===== config.mk =====
export PLATFORM = sky130hd
export DESIGN_NAME = ser_chain_node
export DESIGN_NICKNAME = d
export VERILOG_FILES = /design/src/rtl/node_pkg.sv /design/src/rtl/node_rx.sv /design/src/rtl/node_tx.sv /design/src/rtl/node_route.sv /design/src/rtl/ser_chain_node.sv
export SDC_FILE = /design/constraint.sdc
export NUM_CORES = 1
export LEC_CHECK = 0
export ABC_AREA = 1
export BUFFER_PORTS_ARGS = -buffer_cell sky130_fd_sc_hd__buf_4
export CELL_PAD_IN_SITES_DETAIL_PLACEMENT = 1
export CELL_PAD_IN_SITES_GLOBAL_PLACEMENT = 1
export CORE_MARGIN = 2
export CORE_UTILIZATION = 42
export CTS_CLUSTER_DIAMETER = 60
export CTS_CLUSTER_SIZE = 28
export DETAILED_ROUTE_END_ITERATION = 10
export PLACE_DENSITY = 0.82
export SYNTH_ARGS = -nofsm -noshare
export SYNTH_HDL_FRONTEND = slang
export SYNTH_SLANG_ARGS = --single-unit
export TNS_END_PERCENT = 5

===== constraint.sdc =====
create_clock -name clk -period 1.8 [get_ports clk]
set_input_delay 0 -clock clk [delete_from_list [all_inputs] [get_ports clk]]
set_output_delay 0 -clock clk [all_outputs]
set_load 0.005 [all_outputs]

===== src/rtl/node_pkg.sv =====
package node_pkg;
  localparam int NODE_WORD_W = 16;
  localparam int NODE_ADDR_W = 3;
  localparam int NODE_REG_W  = 4;
  localparam int NODE_CNT_W  = 3;
  localparam int NODE_MODE_REG = 0;

  typedef enum logic {
    MODE_PROG = 1'b0,
    MODE_DATA = 1'b1
  } node_mode_e;
endpackage


===== src/rtl/node_rx.sv =====
module node_rx #(
  parameter int W = 16
) (
  input  logic         clk,
  input  logic         rst,
  input  logic         fs_in,
  input  logic         sdi,
  output logic         word_done,
  output logic [W-1:0] word_now
);
  localparam int CW = $clog2(W);

  logic [W-2:0] sr;
  logic [CW-1:0] cnt;
  logic          active;

  always_ff @(posedge clk) begin
    if (rst) begin
      sr     <= '0;
      cnt    <= '0;
      active <= 1'b0;
    end else if (fs_in) begin
      sr     <= {sr[W-3:0], sdi};
      cnt    <= CW'(1);
      active <= 1'b1;
    end else if (active) begin
      sr <= {sr[W-3:0], sdi};
      if (cnt == CW'(W-1)) begin
        cnt    <= '0;
        active <= 1'b0;
      end else begin
        cnt <= cnt + 1'b1;
      end
    end
  end

  assign word_done = active && !fs_in && (cnt == CW'(W-1));
  assign word_now  = {sr, sdi};
endmodule


===== src/rtl/node_tx.sv =====
module node_tx #(
  parameter int W = 16
) (
  input  logic         clk,
  input  logic         rst,
  input  logic         load,
  input  logic [W-1:0] load_word,
  output logic         sdo
);
  localparam int CW = $clog2(W);

  logic [W-1:0]  sr;
  logic [CW-1:0] left;

  always_ff @(posedge clk) begin
    if (rst) begin
      sr   <= '0;
      left <= '0;
      sdo  <= 1'b0;
    end else if (load) begin
      sdo  <= load_word[W-1];
      sr   <= {load_word[W-2:0], 1'b0};
      left <= CW'(W-1);
    end else if (left != '0) begin
      sdo  <= sr[W-1];
      sr   <= {sr[W-2:0], 1'b0};
      left <= left - 1'b1;
    end else begin
      sdo <= 1'b0;
    end
  end
endmodule


===== src/rtl/node_route.sv =====
module node_route
  import node_pkg::*;
#(
  parameter int          W        = NODE_WORD_W,
  parameter int          ADDR_W   = NODE_ADDR_W,
  parameter int          REG_W    = NODE_REG_W,
  parameter int          CNT_W    = NODE_CNT_W,
  parameter int          MODE_REG = NODE_MODE_REG,
  parameter logic [15:0] FILLER   = 16'h0000
) (
  input  logic                        clk,
  input  logic                        rst,
  input  logic                        word_done,
  input  logic [W-1:0]                word,
  output logic [W-1:0]                pend,
  output logic                        wr_en,
  output logic [REG_W-1:0]            wr_reg,
  output logic [W-2-ADDR_W-REG_W+1:0] wr_data,
  output logic                        data_mode,
  output logic [CNT_W-1:0]            cnt_m1
);
  localparam int CTL_BIT = W - 1;
  localparam int ADDR_LO = W - 1 - ADDR_W;
  localparam int REG_LO  = ADDR_LO - REG_W;
  localparam int DAT_W   = REG_LO;

  node_mode_e mode;

  logic [ADDR_W-1:0] f_addr;
  logic [ADDR_W-1:0] f_addr_dec;
  logic [REG_W-1:0]  f_reg;
  logic [DAT_W-1:0]  f_dat;
  logic [W-1:0]      fwd_word;

  always_comb begin
    f_addr     = word[CTL_BIT-1:ADDR_LO];
    f_addr_dec = f_addr - 1'b1;
    f_reg      = word[ADDR_LO-1:REG_LO];
    f_dat      = word[DAT_W-1:0];
    fwd_word   = {word[CTL_BIT], f_addr_dec, word[ADDR_LO-1:0]};
  end

  always_ff @(posedge clk) begin
    if (rst) begin
      pend    <= W'(FILLER);
      wr_en   <= 1'b0;
      wr_reg  <= '0;
      wr_data <= '0;
      mode    <= MODE_PROG;
      cnt_m1  <= '0;
    end else begin
      wr_en <= 1'b0;
      if (word_done) begin
        if (mode == MODE_DATA) begin
          pend <= word;
        end else if (word[CTL_BIT]) begin
          if (f_addr == '0) begin
            wr_en   <= 1'b1;
            wr_reg  <= f_reg;
            wr_data <= f_dat;
            pend    <= W'(FILLER);
            if (f_reg == REG_W'(MODE_REG)) begin
              cnt_m1 <= f_dat[CNT_W:1];
              if (f_dat[0]) mode <= MODE_DATA;
            end
          end else begin
            pend <= fwd_word;
          end
        end else begin
          pend <= W'(FILLER);
        end
      end
    end
  end

  assign data_mode = (mode == MODE_DATA);
endmodule


===== src/rtl/ser_chain_node.sv =====
module ser_chain_node
  import node_pkg::*;
#(
  parameter int W      = NODE_WORD_W,
  parameter int ADDR_W = NODE_ADDR_W,
  parameter int REG_W  = NODE_REG_W,
  parameter int CNT_W  = NODE_CNT_W,
  parameter int DAT_W  = W - 1 - ADDR_W - REG_W
) (
  input  logic             clk,
  input  logic             rst,
  input  logic             fs_in,
  input  logic             sdi,
  input  logic [W-1:0]     sample_in,
  output logic             fs_out,
  output logic             sdo,
  output logic             wr_en,
  output logic [REG_W-1:0] wr_reg,
  output logic [DAT_W-1:0] wr_data
);
  logic             word_done;
  logic [W-1:0]     word_now;
  logic [W-1:0]     pend;
  logic             data_mode;
  logic [CNT_W-1:0] cnt_m1;
  logic [CNT_W-1:0] fidx;
  logic [W-1:0]     out_word;

  node_rx #(.W(W)) u_rx (
    .clk(clk), .rst(rst), .fs_in(fs_in), .sdi(sdi),
    .word_done(word_done), .word_now(word_now)
  );

  node_route #(
    .W(W), .ADDR_W(ADDR_W), .REG_W(REG_W), .CNT_W(CNT_W),
    .MODE_REG(NODE_MODE_REG), .FILLER(16'h0000)
  ) u_route (
    .clk(clk), .rst(rst), .word_done(word_done), .word(word_now),
    .pend(pend), .wr_en(wr_en), .wr_reg(wr_reg), .wr_data(wr_data),
    .data_mode(data_mode), .cnt_m1(cnt_m1)
  );

  always_ff @(posedge clk) begin
    if (rst) begin
      fidx   <= '0;
      fs_out <= 1'b0;
    end else begin
      fs_out <= fs_in;
      if (fs_in && data_mode)
        fidx <= (fidx == cnt_m1) ? '0 : fidx + 1'b1;
    end
  end

  always_comb begin
    out_word = (data_mode && fidx == '0) ? sample_in : pend;
  end

  node_tx #(.W(W)) u_tx (
    .clk(clk), .rst(rst), .load(fs_in), .load_word(out_word), .sdo(sdo)
  );
endmodule


# Yosys cells after proc, flatten, opt, wreduce, memory -nomap -nowiden
# Index checks and enable logic that the tools add are counted.
# word_totals
latch_bits	0
out_inout_bits	15
ramBits	0
ff_bits	77
romBits	0
inputBits	20
memories	0
# op_classes
eq_ne	2
mux	25
div	0
n_bitwise	3
n_reduce_logical	15
n_mul	0
add_sub_neg	4
n_lt_le_gt_ge	0
shift	0
# ops
cell	n
2-to-1 mux 16 bit	6
2-to-1 mux 15 bit	2
2-to-1 mux 1 bit	13
2-to-1 mux 4 bit	3
logical NOT 3 bit	2
AND reduction 5 bit	1
adder 4 x 1 -> 4 bit (second input constant)	1
== test 4 bit (second input constant)	1
logical AND 1 bit	4
logical NOT 4 bit	1
AND reduction 4 bit	1
nonzero test 2 bit	2
nonzero test 4 bit	1
OR reduction 4 bit	1
subtractor 4 x 1 -> 4 bit (second input constant)	1
adder 3 x 1 -> 3 bit (second input constant)	1
== test 3 bit	1
2-to-1 mux 3 bit	1
inverter 1 bit	3
subtractor 3 x 1 -> 3 bit (second input constant)	1
OR reduction 2 bit	1
logical NOT 1 bit	1

# Depth between registers and ports, before layout
# depth
ltp_word	5
ltp_mapped	9

# Cells and area by module
# Synthesis repeated with hierarchy kept, for this count alone.
# hier_totals
hier_cells	516
hier_area_um2	3741.1
# modules_own_cells
module	cells_per_inst	seq_area_each_um2	instances	area_per_inst_um2
node_route	179	660.6	1	1355.0
node_tx	148	400.4	1	1033.5
node_rx	100	400.4	1	824.5
ser_chain_node	89	80.1	1	528.0

# Least setup slack after synthesis
# No wires, ideal clock.
# synth_timing
path_kind	reg2reg
startpoint	reg u_tx.left[0]
endpoint	reg u_tx.sr[13]
path_buffers	1
t_arrival_ns	1.228
path_slack_ns	0.457
stages_incl_launch_ff	10
setup_time_ns	0.115
cell_sequence	dfxtp_1 inv_1 ha_1 inv_1 nor3_2 nand2_1 clkbuf_1 nand2_1 a21oi_1 nor2_1
# synth_between
elab_chain_cells	2
# synth_lines
element	line_no	text
start: declaration	node_tx.sv:13	logic [CW-1:0] left;
start signal: assignment	node_tx.sv:23	left <= CW'(W-1);
start signal: assignment	node_tx.sv:27	left <= left - 1'b1;
nonzero test 4 bit	node_tx.sv:24	end else if (left != '0) begin
nonzero test 2 bit (no line)	n/a	
end signal: assignment	node_tx.sv:22	sr <= {load_word[W-2:0], 1'b0};
end signal: assignment	node_tx.sv:26	sr <= {sr[W-2:0], 1'b0};
end: declaration	node_tx.sv:12	logic [W-1:0] sr;
# Every way passes these cells.
# A chain may end at the register's enable or synchronous reset.

# Worst setup path after layout
# layout_timing
startpoint	reg u_rx.cnt[0]
endpoint	reg u_route.pend[13]
# layout_between
elab_chain_cells	2
# layout_lines
element	line_no	text
start: declaration	node_rx.sv:14	logic [CW-1:0] cnt;
start signal: assignment	node_rx.sv:32	cnt <= cnt + 1'b1;
== test 4 bit	node_rx.sv:37	assign word_done = active && !fs_in && (cnt == CW'(W-1));
logical AND 1 bit	node_rx.sv:37	
end signal: assignment	node_route.sv:45	pend <= W'(FILLER);
end signal: assignment	node_route.sv:55	pend <= word;
end signal: assignment	node_route.sv:61	pend <= W'(FILLER);
end: declaration	node_route.sv:15	output logic [W-1:0] pend,
# Every way passes these cells.

==> summary.md <==
| Metric | Value |
|---|---|
| Die Ht | 93.40 um |
| CTS clock-pin slew for the worst setup and hold paths | 80 ps |
| Crit path required time | 2080 ps |
| Site Rows | 32 |
| CP Launch Type | flip-flop |
| RR Startpoint | u_rx.cnt[0]$_SDFFE_PP0P_ |
| Placer Congestion | 0.7594 |
| GRT Total Usage | 0.2205 |
| Drc violations | 0 |
| Mapped Nets | around 480 |
| Power Total | between 3 and 4 mW |
| WL final | 9231 um |
| R2R depth | 6 |
| Tmin final | 1616 ps |
| Crit-path max FO | 27 |
| Via count | 3178 |
| Most flops, register | u_route.pend |
| CTS tree | yes |
| Post-synthesis simple-gate area fraction | 0.2508 |
| Mapped cell area | 3357 um2 |
| Power Density | 890.2 nW/um2 |
| First-pass GRT wire length | 15460 um |
| Pleak | ~1.7 nW |
| Post-CTS setup buffers | 0 |
| Max FFs per register | 16 |
| Initial antenna violation count | 0 |
| Vias/cell | 5.201 |
| Layout Cells excl Fill | 611 |
| Total gr overflow | 0 |
| Critical Path AT | between 1500 and 2000 ps |
| Setup Skew | 6.084 ps |
| Crit path to | u_route.pend[13]$_SDFFE_PP0P_ |
| Full die area | ~8700 um2 |
| Most common cell after layout, fill and taps aside | nand2_1 |
| Reg-to-Reg End | u_route.pend[13]$_SDFFE_PP0P_ |
| Hold Fails Final Rpt | 0 |
| Insertion delay to the later sink of the worst-skew pair | 350 ps |
| Boundary pin count | 35 |
| Detailed Routing Iterations Pass 1 | 5 |
| CTS Root Cell | clkbuf_8 |
| Filler cell count | about 990 |
| Final setup fails | 0 |
| Critical path type | flip-flop to flip-flop |
| Core ar. | 7727 um2 |
| Hold Crit Class | input pin to flip-flop |
| Status | finished, final reports clean |
| Clk sinks | 77 |
| MaxCap Viol Count | 0 |
| # nets final | 528 |
| DP HPWL | just over 6000 um |
| Setup TNS | 0 ps |
| Slew headroom | 0.7205 |
| Buffers on Ports | 34 |
| Sequential share of the synthesized area | 0.4592 |
| Largest net degree at the start of global routing | 43 |
| Ant. Diodes | 0 |
| Xor and xnor area share after synthesis | 0.01826 |
| Yosys cell types | 27 |
| Crit. End Element | flip-flop |
| Layout area overhead | 21.28% |
| Syn. warnings | 0 |
| Share of cells above drive strength 1 | 0.1415 |
| Biggest regs | u_route.pend x16, u_rx.sr x15, u_tx.sr x15 |
| Unrepaired setup endpoints after global routing | false |
| Number of global-route vias before repair | between 3000 and 4000 |
| Drt wl/cell | 15.11 um |
| Max Fclk | roughly 0.62 GHz |
| Largest family of logic cells by synthesized area | simple AND/OR/NAND/NOR gates |
| Commonest non-fill, non-tap cells in the layout | 89 x nand2_1, 77 x dfxtp_1, 68 x nor2_1 |
| Avg Inst Size Synth | between 7 and 8 um2 |
| Worst Tran Pin Value | about 420 ps |
| Worst setup startpoint | u_rx.cnt[0]$_SDFFE_PP0P_ |
| H-tree Lvls | 3 |
| Chip Width | 93.40 um |
| Post-synthesis mux area share | 0 |
| First DRT Iteration DRCs | around 120 |
| Final period util | 0.8976 |
| Synth Area in Adders | 0.01491 |
| Antenna viol nets, final | 0 |
| Initial Util | 0.4344 |
| TritonCTS buffer count | 9 |
| Pins Over Slew Limit | 0 |
| Cell count after synthesis | 460 |
| R2R setup slack | 180 ps |
| Flops & latches, synth | 77 |
| Clock buffer depth | 2 |
| Cells after DPL | 577 |
| Max IR drop VDD | 0.4029 mV |
| Synth Area in Compound Gates | 0.1759 |
==> cells in the mapped netlist <==
cell type	number	area share
a21oi_1	50	0.075
buf_1	2	0.0022
buf_2	11	0.016
buf_4	3	0.0067
buf_6	2	0.0067
clkbuf_1	7	0.0078
dfxtp_1	77	0.46
ha_1	4	0.015
inv_1	30	0.034
inv_2	5	0.0056
inv_4	1	0.0019
nand2_1	89	0.10
nand2_2	1	0.0019
nand2_4	1	0.0034
nand3_1	19	0.028
nand3_2	1	0.0030
nand3_4	1	0.0052
nand4_1	6	0.011
nor2_1	68	0.076
nor2_2	3	0.0056
nor2_8	2	0.012
nor3_2	1	0.0030
o21ai_0	46	0.069
o21ai_1	22	0.033
or2_2	1	0.0019
xnor2_1	3	0.0078
xor2_1	4	0.010
==> final cells by class <==
class / count / area, um2 / area share
Inverter: 36 / 137.6 / 0.03380
Clock inverter: 6 / 86.33 / 0.02120
Clock buffer: 10 / 127.6 / 0.03135
Timing Repair Buffer: 58 / 496.7 / 0.1220
Multi-Input combinational cell: 322 / 1554 / 0.3817
Sequential cell: 77 / 1541 / 0.3786
Tap cell: 102 / 127.6 / 0.03135
==> per-stage QoR <==
stage	hold WS, ps	instance area (um2)	utilization	setup WS [ps]
after CTS	10.27	4058	0.5251	52.73
after detailed placement	254.3	3664	0.4741	65.73
after global placement	251.5	3664	0.4741	178.5
after global routing	102.6	4071	0.5269	40.92
final	23.38	4071	0.5269	184.3
after floorplan	103.1	3357	-	457.3
==> logic make-up (layout without fill, tap and decap cells) <==
kind of cell / count (synthesis) / count (layout)
compound gates: 118 / 118
xor+xnor: 7 / 7
fa+ha+maj: 4 / 4
buf+inv: 61 / 110
flops: 77 / 77
simple gates: 193 / 193
==> layer usage <==
metal,track usage,routed length [um],up-vias
met2,0.3867,4646,35
met5,0,0,-
li1,-,-,1587
met3,0.02901,185,14
met4,0.08333,144,0
met1,0.2741,4255,1542
==> power breakdown <==
part / internal [mW] / switching, mW
sequential: 1.76 / 0.0602
clock: 0.782 / 0.668
combinational: 0.138 / 0.213
total: 2.68 / 0.941
==> critical path, stage by stage (launching register included) <==
cell	delay [ps]
dfxtp_1	400
ha_1	250
nand3_2	180
nor2_8	220
buf_6	230
nand3_1	120
a21oi_1	140
==> how the worst min path moves through the flow <==
stage                       start                         endpoint  depth (start not counted)
floorplan                     sdi  u_route.wr_data[0]$_SDFFE_PP0P_                          2
global placement              sdi  u_route.wr_data[0]$_SDFFE_PP0P_                          3
detailed placement            sdi  u_route.wr_data[0]$_SDFFE_PP0P_                          3
CTS                 sample_in[12]         u_tx.sr[13]$_SDFFE_PP0P_                          5
global route        sample_in[12]         u_tx.sr[13]$_SDFFE_PP0P_                          5
finish              sample_in[12]         u_tx.sr[13]$_SDFFE_PP0P_                          5
==> what timing repair did <==
item	CTS	global route
resized for setup	0	3
endpoints found under the setup margin	0	23
endpoints found under the hold margin	30	0
hold buffers	18	0
Power figures use the tool's default switching activity.
